==> config.mk <==
export PLATFORM = sky130hd
export DESIGN_NAME = i2c_mstr
export DESIGN_NICKNAME = d
export VERILOG_FILES = /design/src/rtl/i2c_mstr_pkg.sv /design/src/rtl/i2c_qtr_timer.sv /design/src/rtl/i2c_bus_mon.sv /design/src/rtl/i2c_mstr.sv
export SDC_FILE = /design/constraint.sdc
export NUM_CORES = 1
export LEC_CHECK = 0
export ABC_AREA = 1
export BUFFER_PORTS_ARGS = -buffer_cell sky130_fd_sc_hd__clkbuf_2
export CAP_MARGIN = 20
export CORE_ASPECT_RATIO = 0.9
export CORE_MARGIN = 4
export CORE_UTILIZATION = 55
export CTS_BUF_LIST = sky130_fd_sc_hd__clkbuf_8
export DETAILED_ROUTE_END_ITERATION = 7
export PLACE_DENSITY_LB_ADDON = 0.1
export RECOVER_POWER = 100
export SYNTH_ARGS = -nofsm -noshare
export SYNTH_HDL_FRONTEND = slang
export SYNTH_SLANG_ARGS = --single-unit
export TNS_END_PERCENT = 1
==> constraint.sdc <==
create_clock -name clk_i -period 3.3 [get_ports clk_i]
set_input_delay 0.165 -clock clk_i [delete_from_list [all_inputs] [get_ports clk_i]]
set_output_delay 0.165 -clock clk_i [all_outputs]
set_load 0.005 [all_outputs]
==> src/rtl/i2c_mstr_pkg.sv <==
package i2c_mstr_pkg;
  typedef enum logic [1:0] {
    CMD_START = 2'd0,
    CMD_STOP  = 2'd1,
    CMD_WRITE = 2'd2,
    CMD_READ  = 2'd3
  } cmd_e;

  typedef enum logic [1:0] {
    ST_IDLE,
    ST_START,
    ST_BIT,
    ST_STOP
  } st_e;

  typedef enum logic [1:0] {
    RATE_STD   = 2'd0,
    RATE_FAST  = 2'd1,
    RATE_FPLUS = 2'd2,
    RATE_RSVD  = 2'd3
  } rate_e;
endpackage

==> src/rtl/i2c_qtr_timer.sv <==
module i2c_qtr_timer
  import i2c_mstr_pkg::*;
#(
  parameter int unsigned CLK_HZ = 100_000_000
) (
  input  logic       clk_i,
  input  logic       rst_ni,
  input  logic [1:0] rate_sel_i,
  input  logic       slow_lock_i,
  input  logic       run_i,
  output logic       tick_o
);
  localparam int unsigned QStd = CLK_HZ / 400_000;
  localparam int unsigned QFast = CLK_HZ / 1_600_000;
  localparam int unsigned QFplus = CLK_HZ / 4_000_000;
  localparam int unsigned CW = $clog2(QStd + 1);

  logic [CW-1:0] lim, cnt_q;

  always_comb begin
    if (slow_lock_i) lim = CW'(QStd);
    else begin
      case (rate_e'(rate_sel_i))
        RATE_FAST:  lim = CW'(QFast);
        RATE_FPLUS: lim = CW'(QFplus);
        default:    lim = CW'(QStd);
      endcase
    end
  end

  // >= keeps a mid-count rate change from running past the new limit
  assign tick_o = run_i && (cnt_q >= lim - CW'(1));

  always_ff @(posedge clk_i or negedge rst_ni) begin
    if (!rst_ni) cnt_q <= '0;
    else if (!run_i || tick_o) cnt_q <= '0;
    else cnt_q <= cnt_q + CW'(1);
  end


  cnt_range_chk: assert property (@(posedge clk_i) disable iff (!rst_ni)
    cnt_q < CW'(QStd));
endmodule

==> src/rtl/i2c_bus_mon.sv <==
module i2c_bus_mon (
  input  logic clk_i,
  input  logic rst_ni,
  input  logic scl_i,
  input  logic sda_i,
  output logic scl_s_o,
  output logic sda_s_o,
  output logic busy_o
);
  logic [1:0] scl_sync_q, sda_sync_q;
  logic       sda_prev_q, busy_q;
  logic       start_det, stop_det;

  always_ff @(posedge clk_i or negedge rst_ni) begin
    if (!rst_ni) begin
      scl_sync_q <= 2'b11;
      sda_sync_q <= 2'b11;
      sda_prev_q <= 1'b1;
    end else begin
      scl_sync_q <= {scl_sync_q[0], scl_i};
      sda_sync_q <= {sda_sync_q[0], sda_i};
      sda_prev_q <= sda_sync_q[1];
    end
  end

  assign start_det = scl_sync_q[1] && sda_prev_q && !sda_sync_q[1];
  assign stop_det  = scl_sync_q[1] && !sda_prev_q && sda_sync_q[1];

  always_ff @(posedge clk_i or negedge rst_ni) begin
    if (!rst_ni) busy_q <= 1'b0;
    else if (start_det) busy_q <= 1'b1;
    else if (stop_det) busy_q <= 1'b0;
  end

  assign scl_s_o = scl_sync_q[1];
  assign sda_s_o = sda_sync_q[1];
  assign busy_o  = busy_q;


  busy_set_chk: assert property (@(posedge clk_i) disable iff (!rst_ni)
    start_det |=> busy_o);

  busy_clr_chk: assert property (@(posedge clk_i) disable iff (!rst_ni)
    stop_det |=> !busy_o);
endmodule

==> src/rtl/i2c_mstr.sv <==
module i2c_mstr
  import i2c_mstr_pkg::*;
#(
  parameter int unsigned CLK_HZ = 100_000_000
) (
  input  logic       clk_i,
  input  logic       rst_ni,
  input  logic [1:0] rate_sel_i,
  input  logic       slow_lock_i,
  input  logic       cmd_valid_i,
  input  logic [1:0] cmd_i,
  input  logic [7:0] wdata_i,
  input  logic       rd_nack_i,
  output logic       cmd_ready_o,
  output logic       done_o,
  output logic [7:0] rdata_o,
  output logic       ack_err_o,
  output logic       cmd_err_o,
  output logic       arb_lost_o,
  output logic       bus_busy_o,
  input  logic       scl_i,
  input  logic       sda_i,
  output logic       scl_oe_o,
  output logic       sda_oe_o
);
  localparam logic [3:0] AckIdx = 4'd8;

  st_e        st_q;
  logic [1:0] ph_q;
  logic [3:0] idx_q;
  logic [7:0] sh_q, rdata_q;
  logic       rd_q, nack_q, owner_q, ack_bit_q;
  logic       scl_oe_q, sda_oe_q;
  logic       done_q, ack_err_q, cmd_err_q, arb_q;
  logic       scl_s, sda_s, busy, tick, wait_scl, run;

  i2c_bus_mon u_mon (
    .clk_i  (clk_i),
    .rst_ni (rst_ni),
    .scl_i  (scl_i),
    .sda_i  (sda_i),
    .scl_s_o(scl_s),
    .sda_s_o(sda_s),
    .busy_o (busy)
  );

  // phase 2 of every sequence follows an SCL release: hold until the line reads high
  assign wait_scl = (ph_q == 2'd2) && !scl_s;
  assign run      = (st_q != ST_IDLE) && !wait_scl;

  i2c_qtr_timer #(.CLK_HZ(CLK_HZ)) u_tmr (
    .clk_i      (clk_i),
    .rst_ni     (rst_ni),
    .rate_sel_i (rate_sel_i),
    .slow_lock_i(slow_lock_i),
    .run_i      (run),
    .tick_o     (tick)
  );

  always_ff @(posedge clk_i or negedge rst_ni) begin
    if (!rst_ni) begin
      st_q      <= ST_IDLE;
      ph_q      <= 2'd0;
      idx_q     <= 4'd0;
      sh_q      <= 8'h00;
      rdata_q   <= 8'h00;
      rd_q      <= 1'b0;
      nack_q    <= 1'b0;
      owner_q   <= 1'b0;
      ack_bit_q <= 1'b0;
      scl_oe_q  <= 1'b0;
      sda_oe_q  <= 1'b0;
      done_q    <= 1'b0;
      ack_err_q <= 1'b0;
      cmd_err_q <= 1'b0;
      arb_q     <= 1'b0;
    end else begin
      done_q    <= 1'b0;
      cmd_err_q <= 1'b0;
      arb_q     <= 1'b0;
      case (st_q)
        ST_IDLE: begin
          ph_q <= 2'd0;
          if (cmd_valid_i) begin
            case (cmd_e'(cmd_i))
              CMD_START: begin
                if (busy && !owner_q) cmd_err_q <= 1'b1;
                else st_q <= ST_START;
              end
              CMD_STOP: begin
                if (!owner_q) cmd_err_q <= 1'b1;
                else st_q <= ST_STOP;
              end
              default: begin
                if (!owner_q) cmd_err_q <= 1'b1;
                else begin
                  st_q   <= ST_BIT;
                  idx_q  <= 4'd0;
                  rd_q   <= (cmd_i == CMD_READ);
                  sh_q   <= (cmd_i == CMD_READ) ? 8'h00 : wdata_i;
                  nack_q <= rd_nack_i;
                end
              end
            endcase
          end
        end
        ST_START: if (tick) begin
          ph_q <= ph_q + 2'd1;
          case (ph_q)
            2'd0: sda_oe_q <= 1'b0;
            2'd1: scl_oe_q <= 1'b0;
            2'd2: sda_oe_q <= 1'b1;
            default: begin
              scl_oe_q <= 1'b1;
              owner_q  <= 1'b1;
              done_q   <= 1'b1;
              st_q     <= ST_IDLE;
            end
          endcase
        end
        ST_STOP: if (tick) begin
          ph_q <= ph_q + 2'd1;
          case (ph_q)
            2'd0: sda_oe_q <= 1'b1;
            2'd1: scl_oe_q <= 1'b0;
            2'd2: sda_oe_q <= 1'b0;
            default: begin
              owner_q <= 1'b0;
              done_q  <= 1'b1;
              st_q    <= ST_IDLE;
            end
          endcase
        end
        default: if (tick) begin
          ph_q <= ph_q + 2'd1;
          case (ph_q)
            2'd0: begin
              if (idx_q == AckIdx) sda_oe_q <= rd_q ? !nack_q : 1'b0;
              else sda_oe_q <= rd_q ? 1'b0 : !sh_q[7];
            end
            2'd1: scl_oe_q <= 1'b0;
            2'd2: begin
              if (idx_q != AckIdx && !rd_q && !sda_oe_q && !sda_s) begin
                // another master pulled a released 1 bit low
                scl_oe_q <= 1'b0;
                sda_oe_q <= 1'b0;
                owner_q  <= 1'b0;
                arb_q    <= 1'b1;
                st_q     <= ST_IDLE;
              end else if (idx_q != AckIdx) sh_q <= {sh_q[6:0], sda_s};
              else ack_bit_q <= sda_s;
            end
            default: begin
              scl_oe_q <= 1'b1;
              if (idx_q == AckIdx) begin
                done_q    <= 1'b1;
                ack_err_q <= !rd_q && ack_bit_q;
                if (rd_q) rdata_q <= sh_q;
                st_q      <= ST_IDLE;
              end else idx_q <= idx_q + 4'd1;
            end
          endcase
        end
      endcase
    end
  end

  assign cmd_ready_o = (st_q == ST_IDLE);
  assign done_o      = done_q;
  assign rdata_o     = rdata_q;
  assign ack_err_o   = ack_err_q;
  assign cmd_err_o   = cmd_err_q;
  assign arb_lost_o  = arb_q;
  assign bus_busy_o  = busy;
  assign scl_oe_o    = scl_oe_q;
  assign sda_oe_o    = sda_oe_q;


  arb_release_chk: assert property (@(posedge clk_i) disable iff (!rst_ni)
    arb_lost_o |-> (!scl_oe_o && !sda_oe_o && cmd_ready_o));

  busy_refuse_chk: assert property (@(posedge clk_i) disable iff (!rst_ni)
    (cmd_valid_i && cmd_ready_o && cmd_i == CMD_START && bus_busy_o && !owner_q)
      |=> (cmd_err_o && cmd_ready_o));

  no_owner_chk: assert property (@(posedge clk_i) disable iff (!rst_ni)
    (cmd_valid_i && cmd_ready_o && cmd_i != CMD_START && !owner_q) |=> cmd_err_o);

  sda_in_low_chk: assert property (@(posedge clk_i) disable iff (!rst_ni)
    (st_q == ST_BIT && !$stable(sda_oe_q)) |-> scl_oe_q);

  stretch_hold_chk: assert property (@(posedge clk_i) disable iff (!rst_ni)
    (st_q != ST_IDLE && wait_scl) |=> ($stable(ph_q) && $stable(st_q)));

  one_result_chk: assert property (@(posedge clk_i) disable iff (!rst_ni)
    $onehot0({done_o, cmd_err_o, arb_lost_o}));
endmodule

==> results of run 1 <==
state kept, by name, summed over array words and instances, names as in the netlist, 2 cells and up:
name / cells
sh_q: 8
ph_q: 2
st_q: 2
u_mon.scl_sync_q: 2
rdata_o: 8
idx_q: 4
u_mon.sda_sync_q: 2
u_tmr.cnt_q: 8
synth_stat cells (2+ instances only):
| cell | count | area share (%) |
|---|---|---|
| a22oi_1 | 8 | 2.3 |
| or2_2 | 3 | 0.73 |
| xnor2_1 | 2 | 0.68 |
| nand2_1 | 69 | 10 |
| inv_2 | 2 | 0.29 |
| o21ai_2 | 9 | 3.0 |
| dfstp_2 | 5 | 5.1 |
| ha_1 | 15 | 7.3 |
| o21ai_1 | 3 | 0.58 |
| nor3b_1 | 3 | 0.87 |
| o21ai_0 | 23 | 4.4 |
| inv_1 | 27 | 3.9 |
| xor2_1 | 2 | 0.68 |
| nand4_1 | 6 | 1.5 |
| clkbuf_1 | 2 | 0.29 |
| nor2_4 | 3 | 1.3 |
| nor2_1 | 20 | 2.9 |
| nand3_2 | 3 | 1.2 |
| nor3_1 | 3 | 0.58 |
| dfrtp_1 | 43 | 42 |
| a21oi_1 | 6 | 1.2 |
| buf_6 | 3 | 1.3 |
| nor2_2 | 2 | 0.48 |
| nand2_4 | 2 | 0.87 |
| nand3_1 | 12 | 2.3 |
per-layer routing:
layer  share of wire (%)  up-vias
li1                    -     1040
met1                  49      900
met2                  45       38
met3                 4.2        7
met4                 1.2        0
met5                   0        -
power breakdown:
group	internal [mW]	switching [mW]
logic	0.122	0.239
registers	0.632	0.0497
clock network	0.224	0.189
total	0.979	0.477
final cells by class:
cell class                 instances  area [um^2]  area share [%]
clock inverter                     3         42.5            1.49
inverter                          29          109            3.82
timing repair buffer              38          200            7.02
multi-input combinational        207         1150            40.2
tap                               62         77.6            2.72
clock buffer                       5         68.8            2.41
sequential                        48         1210            42.3
cells by family after synthesis:
kind of cell	share of synthesized area (%)
simple gates	24.6
compound gates	13.6
flops	46.7
buf+inv	6.00
fa+ha+maj	7.25
xor+xnor	1.35
other cells	0.145
mux	0.435
path summary, 6_finish.rpt:
kind                                               startpoint                       endpoint  slack [ps]  cells past startpoint
worst min-delay path                                rd_nack_i             nack_q$_DFFE_PN0P_         120                      2
max in group asynchronous                              rst_ni            sh_q[6]$_DFFE_PN0P_        1770                      3
worst max-delay path                      ph_q[0]$_DFFE_PN0N_         rdata_o[4]$_DFFE_PN0P_         960                      7
min in group asynchronous                              rst_ni       u_tmr.cnt_q[7]$_DFF_PN0_         580                      2
worst max register to register            ph_q[0]$_DFFE_PN0N_         rdata_o[4]$_DFFE_PN0P_         960                      7
worst min register to register  u_mon.scl_sync_q[0]$_DFF_PN1_  u_mon.scl_sync_q[1]$_DFF_PN1_         360                      0
worst max-delay path, delay by kind of cell (launching register included):
family / cells / cell delay [ps]
compound gates: 1 / 340
fa+ha+maj: 1 / 330
buf+inv: 1 / 100
flops: 1 / 380
simple gates: 4 / 1130
metrics by stage:
stage,setup WS (ps),hold slack [ps],area [um^2]
finish,958,123,2850
global route,641,104,2850
floorplan,1430,-131,2590
CTS,1380,107,2940
detailed placement,1190,159,2800
global placement,1250,157,2800
what timing repair did:
action / 4_1_cts / 5_1_grt
hold buffers: 3 / 0
gates resized for setup: 0 / 0
setup endpoints to repair: 0 / 0
setup buffers: 0 / 0
hold endpoints to repair: 17 / 0
==> summary.txt, run 1 <==
Setup path
  – CP Capture Type: register
  – Crit Path Class: register to register
  – Largest fanout on the critical path: 11
  – Worst setup SP type: register
  – Crit path DAT: 2590 ps
  – Slowest cell delay on critical path: 500 ps
  – Slowest CP cell: nor2_1
  – Most common cell type on the critical path: nand2_1
  – Critical-path cell list: inv_1 > ha_1 > a21oi_1 > nand4_1 > nor2_1 > nand2_1 > nand2_1
  – Crit path required time: 3540 ps

STA
  – Worst Max-Slew Pin Slew: 1090 ps
  – Endpoints failing hold: 0
  – Relative slew slack: 27.3%
  – Pins Over Slew Limit: 0
  – Setup TNS: 0 ps
  – Final Setup Violations: 0
  – Tcrit/Tclk final: 71.0%
  – RSZ-0062 raised after global routing: false
  – Tmin final: around 2300 ps
  – Setup Skew: 4.38 ps
  – Highest clock rate: 427 MHz

Final layout
  – Fillcell total: 405
  – Commonest non-fill, non-tap cell in the layout: nand2_1
  – Final net count: roughly 360
  – Layout cells sized above 1: 16.7%
  – Commonest non-fill, non-tap cells in the layout: nand2_1, dfrtp_1, o21ai_0
  – Finished Core Util: 63.5%
  – Non-filler cells in the finished layout: between 300 and 400
  – N_diodes: 0
  – Layout Area Growth over Synthesis: 10.3%

Flow run
  – MaxCap Viol Count: 0

Global routing
  – Pin count of the biggest net entering global routing: 29
  – Met1 Track Usage GR: about a quarter
  – GRT busiest layer: met2
  – Met2 Usage GRT: 29.0%
  – Initial antenna violation count: 0
  – GRT met3 Usage: 4.44%
  – Vias in the first global route: 1882
  – Tot GR Track Use: 18.8%
  – First-pass GRT wire length: roughly 8600 um
  – Grt total ovfl: 0

Yosys
  – Yosys cell types: 39
  – Ys async rst share: 100%
  – Post-synth EDFFs: 0
  – Top FF cell, synth: dfrtp_1
  – Net Count, Synth: approximately 320
  – Synthesized area: 0.00259 mm^2
  – Synthesized area per cell: between 8 and 9 um^2
  – Mapped Cells: 290
  – Sequential area share after synthesis: 46.7%
  – Ys Warns: 0
  – Yosys reg bits: 48

Die
  – Die height: 73.1 um
  – Initial Util: 57.6%
  – Total die area: a little under 0.006 mm^2
  – Die W: 80.3 um
  – Core Area: 0.00449 mm^2
  – Row count: 23
  – Ports: 35

Route
  – DR pass1 iterations: 4
  – Routed WL per cell: about 12 um
  – Antenna Nets Post-Route: 0
  – Via count: 1985
  – Final wirelength: 4850 um
  – Vias per inst: 5.06
  – Post-route DRC: 0
  – Iteration-0 DRC count of the detailed router: 117

Placement
  – Placed Cells: 381
  – RD Place Congestion: 0.904
  – Port bufs: 34
  – Detailed Place HPWL: 3670 um

Outcome
  – Status: finished, final reports clean

Clocking
  – Clock insertion delay at the later pin of the skew report: 300 ps
  – Total CTS buffers: 5
  – Clk pin slew, worst setup/hold paths: around 80 ps
  – Htree depth: 2
  – CTS tree: built
  – CTS Buffer Depth: 2
  – CTS Root Cell: clkbuf_8
  – Clk sink count: 48

Power
  – LEAKAGE: around 1.4 nW
  – Power density over cell area: 510 mW/mm^2
  – Max VDD drop: around 0.00029 V
  – Total power: 1.46 mW

Min path
  – Hold Crit Class: input pin to register
Note: power is estimated with default switching activity, not from simulation.
==> inputs of run 2 (changes only) <==
- ABC_AREA: 1 -> 0
- CORE_UTILIZATION: 55 -> 54
- clock period: 3.3 -> 2 ns (I/O delays scaled with it)
==> run 2 against run 1 <==
Compared with the run above:
- the run now ends with negative setup slack left
- utilization rose by 11 points
- sequential share of layout area shrank 6.5 points
- die area is 1.7% higher
- largest cell class is now multi-input gates
- synthesized cell count decreased by 21%
- non-clock buffer count grew 39
- setup slack got worse by 1100 ps
- global-route usage is 3.0 points higher
- sequential power is 73% higher
- clock skew up 4.5 ps
- routed wire length is 18% higher
- final cell count is 5.6% lower
- sequential cell count did not move
==> summary.txt, run 2 <==
Route
  – Routed WL per cell: 15.4 um (was 12.4 um)
  – Post-route DRC: 0 (unchanged)
  – Via count: 1960 (was 1985)
  – Antenna Nets Post-Route: 0 (unchanged)
  – DR pass1 iterations: 4 (unchanged)
  – Iteration-0 DRC count of the detailed router: 74 (was 117)
  – Vias per inst: 5.30 (was 5.06)
  – Final wirelength: 5720 um (was 4850 um)

Yosys
  – Top post-synthesis cells by area: dfrtp_1, mux2_4, ha_1 (was dfrtp_1, nand2_1, ha_1)
  – Commonest cells post-synth: dfrtp_1, nor2_1, mux2_4 (was nand2_1, dfrtp_1, inv_1)
  – Sequential area share after synthesis: 46.6% (was 46.7%)
  – Post-synth EDFFs: 0 (unchanged)
  – Mapped Cells: 228 (was 290)
  – Yosys cell types: 55 (was 39)
  – Ys Warns: 0 (unchanged)
  – Yosys reg bits: 48 (unchanged)
  – Synth top area share: 41.6% (about the same)
  – Synth area leader: dfrtp_1 (unchanged)
  – Synthesized area: 0.00259 mm^2 (about the same)
  – Ys async rst share: 100% (unchanged)
  – Count leader, synth: dfrtp_1 (was nand2_1)
  – Synthesized area per cell: 11.4 um^2 (was 8.92 um^2)
  – Top FF cell, synth: dfrtp_1 (unchanged)
  – Net Count, Synth: 262 (was 324)

Power
  – Flop pwr share: 44.1% (was 46.9%)
  – NetSw: 881 uW (was 477 uW)
  – Max VDD drop: 0.000445 V (was 0.000293 V)
  – Sw Share: 33.0% (was 32.8%)
  – Logic pwr share: 32.6% (was 24.8%)
  – Clk pwr share: 23.3% (was 28.3%)
  – Pint: 1.79 mW (was 979 uW)
  – LEAKAGE: 1.64 nW (was 1.43 nW)
  – Power density over cell area: 792 mW/mm^2 (was 510 mW/mm^2)

STA
  – Highest clock rate: 460 MHz (was 427 MHz)
  – Endpoints failing hold: 0 (unchanged)
  – Worst Max-Slew Pin Slew: 1170 ps (was 1090 ps)
  – Relative slew slack: 22.1% (was 27.3%)
  – Setup TNS: -2440 ps (was 0 ps)
  – Tcrit/Tclk final: 109% (was 71.0%)
  – Final Setup Violations: 25 (was 0)
  – Tmin final: 2170 ps (was 2340 ps)
  – Setup Skew: 8.84 ps (was 4.38 ps)
  – Final worst slack: -172 ps (was 958 ps)
  – RSZ-0062 raised after global routing: true (was false)
  – Pins Over Slew Limit: 0 (unchanged)
  – Fin Hold WS: 12.5 ps (was 123 ps)

Global routing
  – Initial antenna violation count: 0 (unchanged)
  – First-pass GRT wire length: 9750 um (was 8630 um)
  – Tot GR Track Use: 21.8% (was 18.8%)
  – Pin count of the biggest net entering global routing: 29 (unchanged)
  – Grt total ovfl: 0 (unchanged)
  – Vias in the first global route: 2080 (was 1882)

Final layout
  – Final Cell Area: 0.00337 mm^2 (was 0.00285 mm^2)
  – Final net count: 341 (was 363)
  – N_diodes: 0 (unchanged)
  – Sequential Area: 0.00121 mm^2 (unchanged)
  – Fillcell total: 354 (was 405)
  – Layout cells sized above 1: 38.3% (was 16.7%)
  – Commonest non-fill, non-tap cells in the layout: dfrtp_1, buf_4, clkbuf_2 (was nand2_1, dfrtp_1, o21ai_0)
  – Multi-input gate area: 0.00142 mm^2 (was 0.00115 mm^2)
  – Commonest non-fill, non-tap cell in the layout: dfrtp_1 (was nand2_1)
  – Non-filler cells in the finished layout: 370 (was 392)
  – Layout Area Growth over Synthesis: 30.2% (was 10.3%)

Clocking
  – Clk pin slew, worst setup/hold paths: 90 ps (was 80 ps)
  – Htree depth: 2 (unchanged)
  – Clk sink count: 48 (unchanged)
  – CTS Buffer Depth: 2 (unchanged)
  – CTS tree: built (unchanged)
  – CTS Root Cell: clkbuf_8 (unchanged)
  – Clock insertion delay at the later pin of the skew report: 310 ps (was 300 ps)
  – Total CTS buffers: 5 (unchanged)

Flow run
  – MaxCap Viol Count: 0 (unchanged)

Die
  – Initial Util: 56.9% (was 57.6%)
  – Ports: 35 (unchanged)
  – Row count: 23 (unchanged)
  – Core Area: 0.00455 mm^2 (was 0.00449 mm^2)
  – Total die area: 0.00597 mm^2 (was 0.00587 mm^2)
  – Die W: 81.0 um (was 80.3 um)
  – Die height: 73.7 um (was 73.1 um)

Setup path
  – Cells on worst reg2reg path: 7 (unchanged)
  – CP Capture Type: register (unchanged)
  – Crit Path Class: register to register (unchanged)
  – Critical path depth: 7 (unchanged)
  – Reg2reg setup slack: -170 ps (was 960 ps)
  – CP top delay family: compound AO/OA/AOI/OAI gates (was simple AND/OR/NAND/NOR gates)
  – Slowest CP cell: dfrtp_1 (was nor2_1)
  – Crit path DAT: 2370 ps (was 2590 ps)
  – Largest fanout on the critical path: 5 (was 11)
  – Crit path required time: 2190 ps (was 3540 ps)
  – Worst setup SP type: register (unchanged)
  – CP bufs+invs: 1 (unchanged)
  – Slowest cell delay on critical path: 420 ps (was 500 ps)
  – Critical-path cell list: ha_4 > and4_4 > nand4_4 > buf_6 > a211oi_4 > o211ai_1 > mux2_1 (was inv_1 > ha_1 > a21oi_1 > nand4_1 > nor2_1 > nand2_1 > nand2_1)

Outcome
  – Failing checks: negative setup slack
  – Status: complete, but fails checks (was finished, final reports clean)

Placement
  – Port bufs: 34 (unchanged)
  – Area after DPL: 0.00316 mm^2 (was 0.00280 mm^2)
  – Dpl ws: -387 ps (was 1190 ps)
  – RD Place Congestion: 0.881 (was 0.904)
  – Detailed Place HPWL: 4290 um (was 3670 um)
  – Placed Cells: 354 (was 381)

Min path
  – Hold Crit Class: input pin to register (unchanged)
  – Hold Crit Depth: 2 (unchanged)
-- run 2: cell types whose count changed in the layout (fill, tap and decap cells not counted), moves of 4 or more --
cell      previous run  this run
a22o_1               0         8
a22oi_1              8         0
buf_4                1        33
clkbuf_1             6        10
ha_1                15        11
ha_4                 0         4
inv_1               28        14
mux2_4               0        18
nand2_1             71         9
nand4_1              7         3
o21ai_0             32         6
-- run 2: final timing paths --
check	from	endpoint
setup / recovery	u_tmr.cnt_q[6]$_DFF_PN0_	scl_oe_o$_DFFE_PN0P_
hold / removal	rd_nack_i	nack_q$_DFFE_PN0P_
setup reg to reg	u_tmr.cnt_q[6]$_DFF_PN0_	scl_oe_o$_DFFE_PN0P_
hold reg to reg	u_mon.sda_sync_q[0]$_DFF_PN1_	u_mon.sda_sync_q[1]$_DFF_PN1_
max in group asynchronous	rst_ni	u_mon.sda_prev_q$_DFF_PN1_
min in group asynchronous	rst_ni	owner_q$_DFFE_PN0P_
-- run 2: repair_timing --
| action | in CTS | in global routing |
|---|---|---|
| gates resized for setup | 8 | 7 |
| buffers inserted | 3 | 2 |
| hold endpoints to repair | 20 | 0 |
| setup endpoints to repair | 25 | 37 |
| pin swaps | 10 | 3 |
| hold buffers | 3 | 0 |
-- run 2: kinds of logic after synthesis --
kind of cell | count (synthesis) | synth area share [%]
mux | 25 | 13.0
other cells | 1 | 0.145
buf+inv | 21 | 3.43
fa+ha+maj | 15 | 7.25
xor+xnor | 8 | 2.71
compound gates | 43 | 13.0
simple gates | 67 | 13.8
flops | 48 | 46.6
-- run 2: power by group through the flow --
stage                     logic (mW)  clock network (mW)  registers (mW)
final                          0.870               0.622            1.18
after detailed placement       0.813                   0            1.19
after CTS                      0.836               0.647            1.17
after floorplan                0.477                   0            1.20
after global routing           0.989               0.680            1.19
after global placement         0.789                   0            1.19
-- run 2: through the flow --
stage | utilization (%) | total power [mW]
floorplan | - | 1.68
finish | 74.1 | 2.67
global route | 74.1 | 2.86
CTS | 73.5 | 2.66
detailed placement | 69.5 | 2.00
global placement | 69.5 | 1.98
-- run 2: routing by layer --
metal	up-vias	global-route usage [%]	share of wire, %	routed length (um)
met5	-	0	0	0
met4	0	6.75	1.2	70
met3	6	5.15	3.6	205
met2	33	35.4	49	2770
met1	946	28.9	47	2660
li1	975	-	-	-
-- run 2: worst reg2reg max path: stages (launching register included) --
cell	delay [ps]
dfrtp_1	420
ha_4	280
and4_4	260
nand4_4	110
buf_6	150
a211oi_4	300
o211ai_1	180
mux2_1	340
-- run 2: area by class of cell --
type	count	share of cell area, %
Clock buffer	6	2.45
Tap cell	62	2.30
Clock inverter	2	0.408
Inverter	16	2.00
Sequential cell	48	35.8
Timing Repair Buffer	77	15.0
Multi-Input combinational cell	159	42.0
==> inputs of run 3 (changes only) <==
- CORE_UTILIZATION: 54 -> 40
==> run 3 against run 2 <==
Compared with the run above:
- non-clock buffer count is 3 higher
- die area rose by 31%
- first-iteration DRC count shrank 50%
- fmax decreased by 1.1%
- the run still ends with negative setup slack left
- combinational power increased by 7.0%
- design area grew 2.4%
- global-route usage decreased by 6.6 points
- register-to-register slack worse by 20 ps
- setup slack got worse by 25 ps
- sequential power hardly changed
- power up 1.9%
- worst hold slack improved by 9.6 ps
==> summary.txt, run 3 (synthesis results as in run 2) <==
Outcome
  – Status: complete, but fails checks (unchanged)
  – Failing checks: negative setup slack (unchanged)

Die
  – Initial Util: 41.6% (was 56.9%)
  – Ports: 35 (unchanged)
  – Die height: 84.3 um (was 73.7 um)
  – Core Area: 0.00622 mm^2 (was 0.00455 mm^2)
  – Row count: 27 (was 23)
  – Total die area: 0.00782 mm^2 (was 0.00597 mm^2)
  – Die W: 92.8 um (was 81.0 um)

Final layout
  – N_diodes: 0 (unchanged)
  – Layout Area Growth over Synthesis: 33.3% (was 30.2%)
  – Layout cells sized above 1: 43.1% (was 38.3%)
  – Commonest non-fill, non-tap cells in the layout: dfrtp_1, buf_4, clkbuf_2 (unchanged)
  – Finished Core Util: 55.5% (was 74.1%)
  – Final net count: 344 (was 341)
  – Commonest non-fill, non-tap cell in the layout: dfrtp_1 (unchanged)

STA
  – Tcrit/Tclk final: 110% (was 109%)
  – Relative slew slack: 26.2% (was 22.1%)
  – Setup Skew: 6.08 ps (was 8.84 ps)
  – RSZ-0062 raised after global routing: true (unchanged)
  – Tmin final: 2200 ps (was 2170 ps)
  – Pins Over Slew Limit: 0 (unchanged)
  – Worst Max-Slew Pin Slew: 1110 ps (was 1170 ps)
  – Endpoints failing hold: 0 (unchanged)
  – Fin Hold WS: 22.1 ps (was 12.5 ps)
  – Final worst slack: -197 ps (was -172 ps)
  – Final Setup Violations: 24 (was 25)
  – Highest clock rate: 455 MHz (was 460 MHz)

Route
  – Final wirelength: 5730 um (was 5720 um)
  – Antenna Nets Post-Route: 0 (unchanged)
  – Via count: 1940 (was 1960)
  – Iteration-0 DRC count of the detailed router: 37 (was 74)
  – Vias per inst: 4.87 (was 5.30)
  – Post-route DRC: 0 (unchanged)
  – Routed WL per cell: 14.4 um (was 15.4 um)
  – DR pass1 iterations: 4 (unchanged)

Min path
  – Hold Crit Class: input pin to register (unchanged)
  – Hold Crit Depth: 2 (unchanged)

Global routing
  – First-pass GRT wire length: 9360 um (was 9750 um)
  – Initial antenna violation count: 0 (unchanged)
  – Vias in the first global route: 1895 (was 2080)
  – Tot GR Track Use: 15.2% (was 21.8%)
  – Grt total ovfl: 0 (unchanged)
  – Pin count of the biggest net entering global routing: 22 (was 29)

Clocking
  – Total CTS buffers: 5 (unchanged)
  – Clock insertion delay at the later pin of the skew report: 300 ps (was 310 ps)
  – CTS tree: built (unchanged)
  – CTS Buffer Depth: 2 (unchanged)
  – Htree depth: 2 (unchanged)
  – CTS Root Cell: clkbuf_8 (unchanged)
  – Clk sink count: 48 (unchanged)
  – Clk pin slew, worst setup/hold paths: 90 ps (about the same)

Setup path
  – Worst setup SP type: register (unchanged)
  – CP Capture Type: register (unchanged)
  – Crit path DAT: 2390 ps (was 2370 ps)
  – Cells on worst reg2reg path: 7 (unchanged)
  – Crit Path Class: register to register (unchanged)
  – Largest fanout on the critical path: 8 (was 5)
  – Crit path required time: 2190 ps (about the same)

Power
  – Total power: 2.72 mW (was 2.67 mW)
  – Power density over cell area: 789 mW/mm^2 (was 792 mW/mm^2)
  – Max VDD drop: 0.000317 V (was 0.000445 V)
  – LEAKAGE: 1.66 nW (was 1.64 nW)

Placement
  – Port bufs: 34 (unchanged)
  – Detailed Place HPWL: 4370 um (was 4290 um)
  – RD Place Congestion: 0.844 (was 0.881)

Flow run
  – MaxCap Viol Count: 0 (unchanged)
-- run 3: report_power, final --
part,internal (mW),total (mW),leakage [nW],switching [mW]
Clock,0.280,0.619,0.0434,0.339
Combinational,0.460,0.931,1.01,0.472
Sequential,1.08,1.17,0.601,0.0888
Total,1.82,2.72,1.66,0.899
-- run 3: timing repair --
action | in CTS | in global routing
setup buffers | 1 | 0
endpoints found under the setup margin | 24 | 36
resized for setup | 7 | 14
pin swaps | 7 | 4
endpoints found under the hold margin | 21 | 0
hold buffers | 3 | 0
-- run 3: cell type report --
class / count / area (um^2)
Clock buffer: 6 / 82.6
Clock inverter: 2 / 15.0
Fill cell: 581 / 2760
Inverter: 16 / 67.6
Multi-Input combinational cell: 159 / 1430
Sequential cell: 48 / 1210
Tap cell: 87 / 109
Timing Repair Buffer: 80 / 542
-- run 3: layer usage --
| metal | wire, um | share of wire (%) | track usage (%) | vias to the layer above |
|---|---|---|---|---|
| li1 | - | - | - | 981 |
| met1 | 2820 | 49 | 21.4 | 925 |
| met2 | 2680 | 47 | 23.8 | 28 |
| met3 | 190 | 3.3 | 3.49 | 6 |
| met4 | 46 | 0.80 | 3.20 | 0 |
| met5 | 0 | 0 | 0 | - |
-- run 3: critical path: stages (launching register included) --
cell and delay (ps):
dfrtp_1 440, ha_4 290, and4_4 250, nand4_4 120, a211o_1 370, a21oi_4 170, buf_12 150, mux2_4 300
-- run 3: path summary, 6_finish.rpt --
kind / endpoint / startpoint / slack [ps]
setup / recovery: sh_q[7]$_DFFE_PN0P_ / u_tmr.cnt_q[7]$_DFF_PN0_ / -200
hold / removal: nack_q$_DFFE_PN0P_ / rd_nack_i / 20
setup reg to reg: sh_q[7]$_DFFE_PN0P_ / u_tmr.cnt_q[7]$_DFF_PN0_ / -200
hold reg to reg: u_mon.scl_sync_q[1]$_DFF_PN1_ / u_mon.scl_sync_q[0]$_DFF_PN1_ / 370
max in group asynchronous: u_mon.scl_sync_q[0]$_DFF_PN1_ / rst_ni / 480
min in group asynchronous: u_tmr.cnt_q[5]$_DFF_PN0_ / rst_ni / 520
-- run 3: per-stage QoR --
step                      TNS [ps]  area [um^2]  setup WS [ps]  cells
after floorplan              -2320         2650           -174    228
after global placement       -7320         3240           -381    386
after detailed placement     -8160         3240           -353    386
after CTS                    -2790         3410           -171    398
after global routing         -4830         3450           -254    398
final                        -2820         3450           -197    398
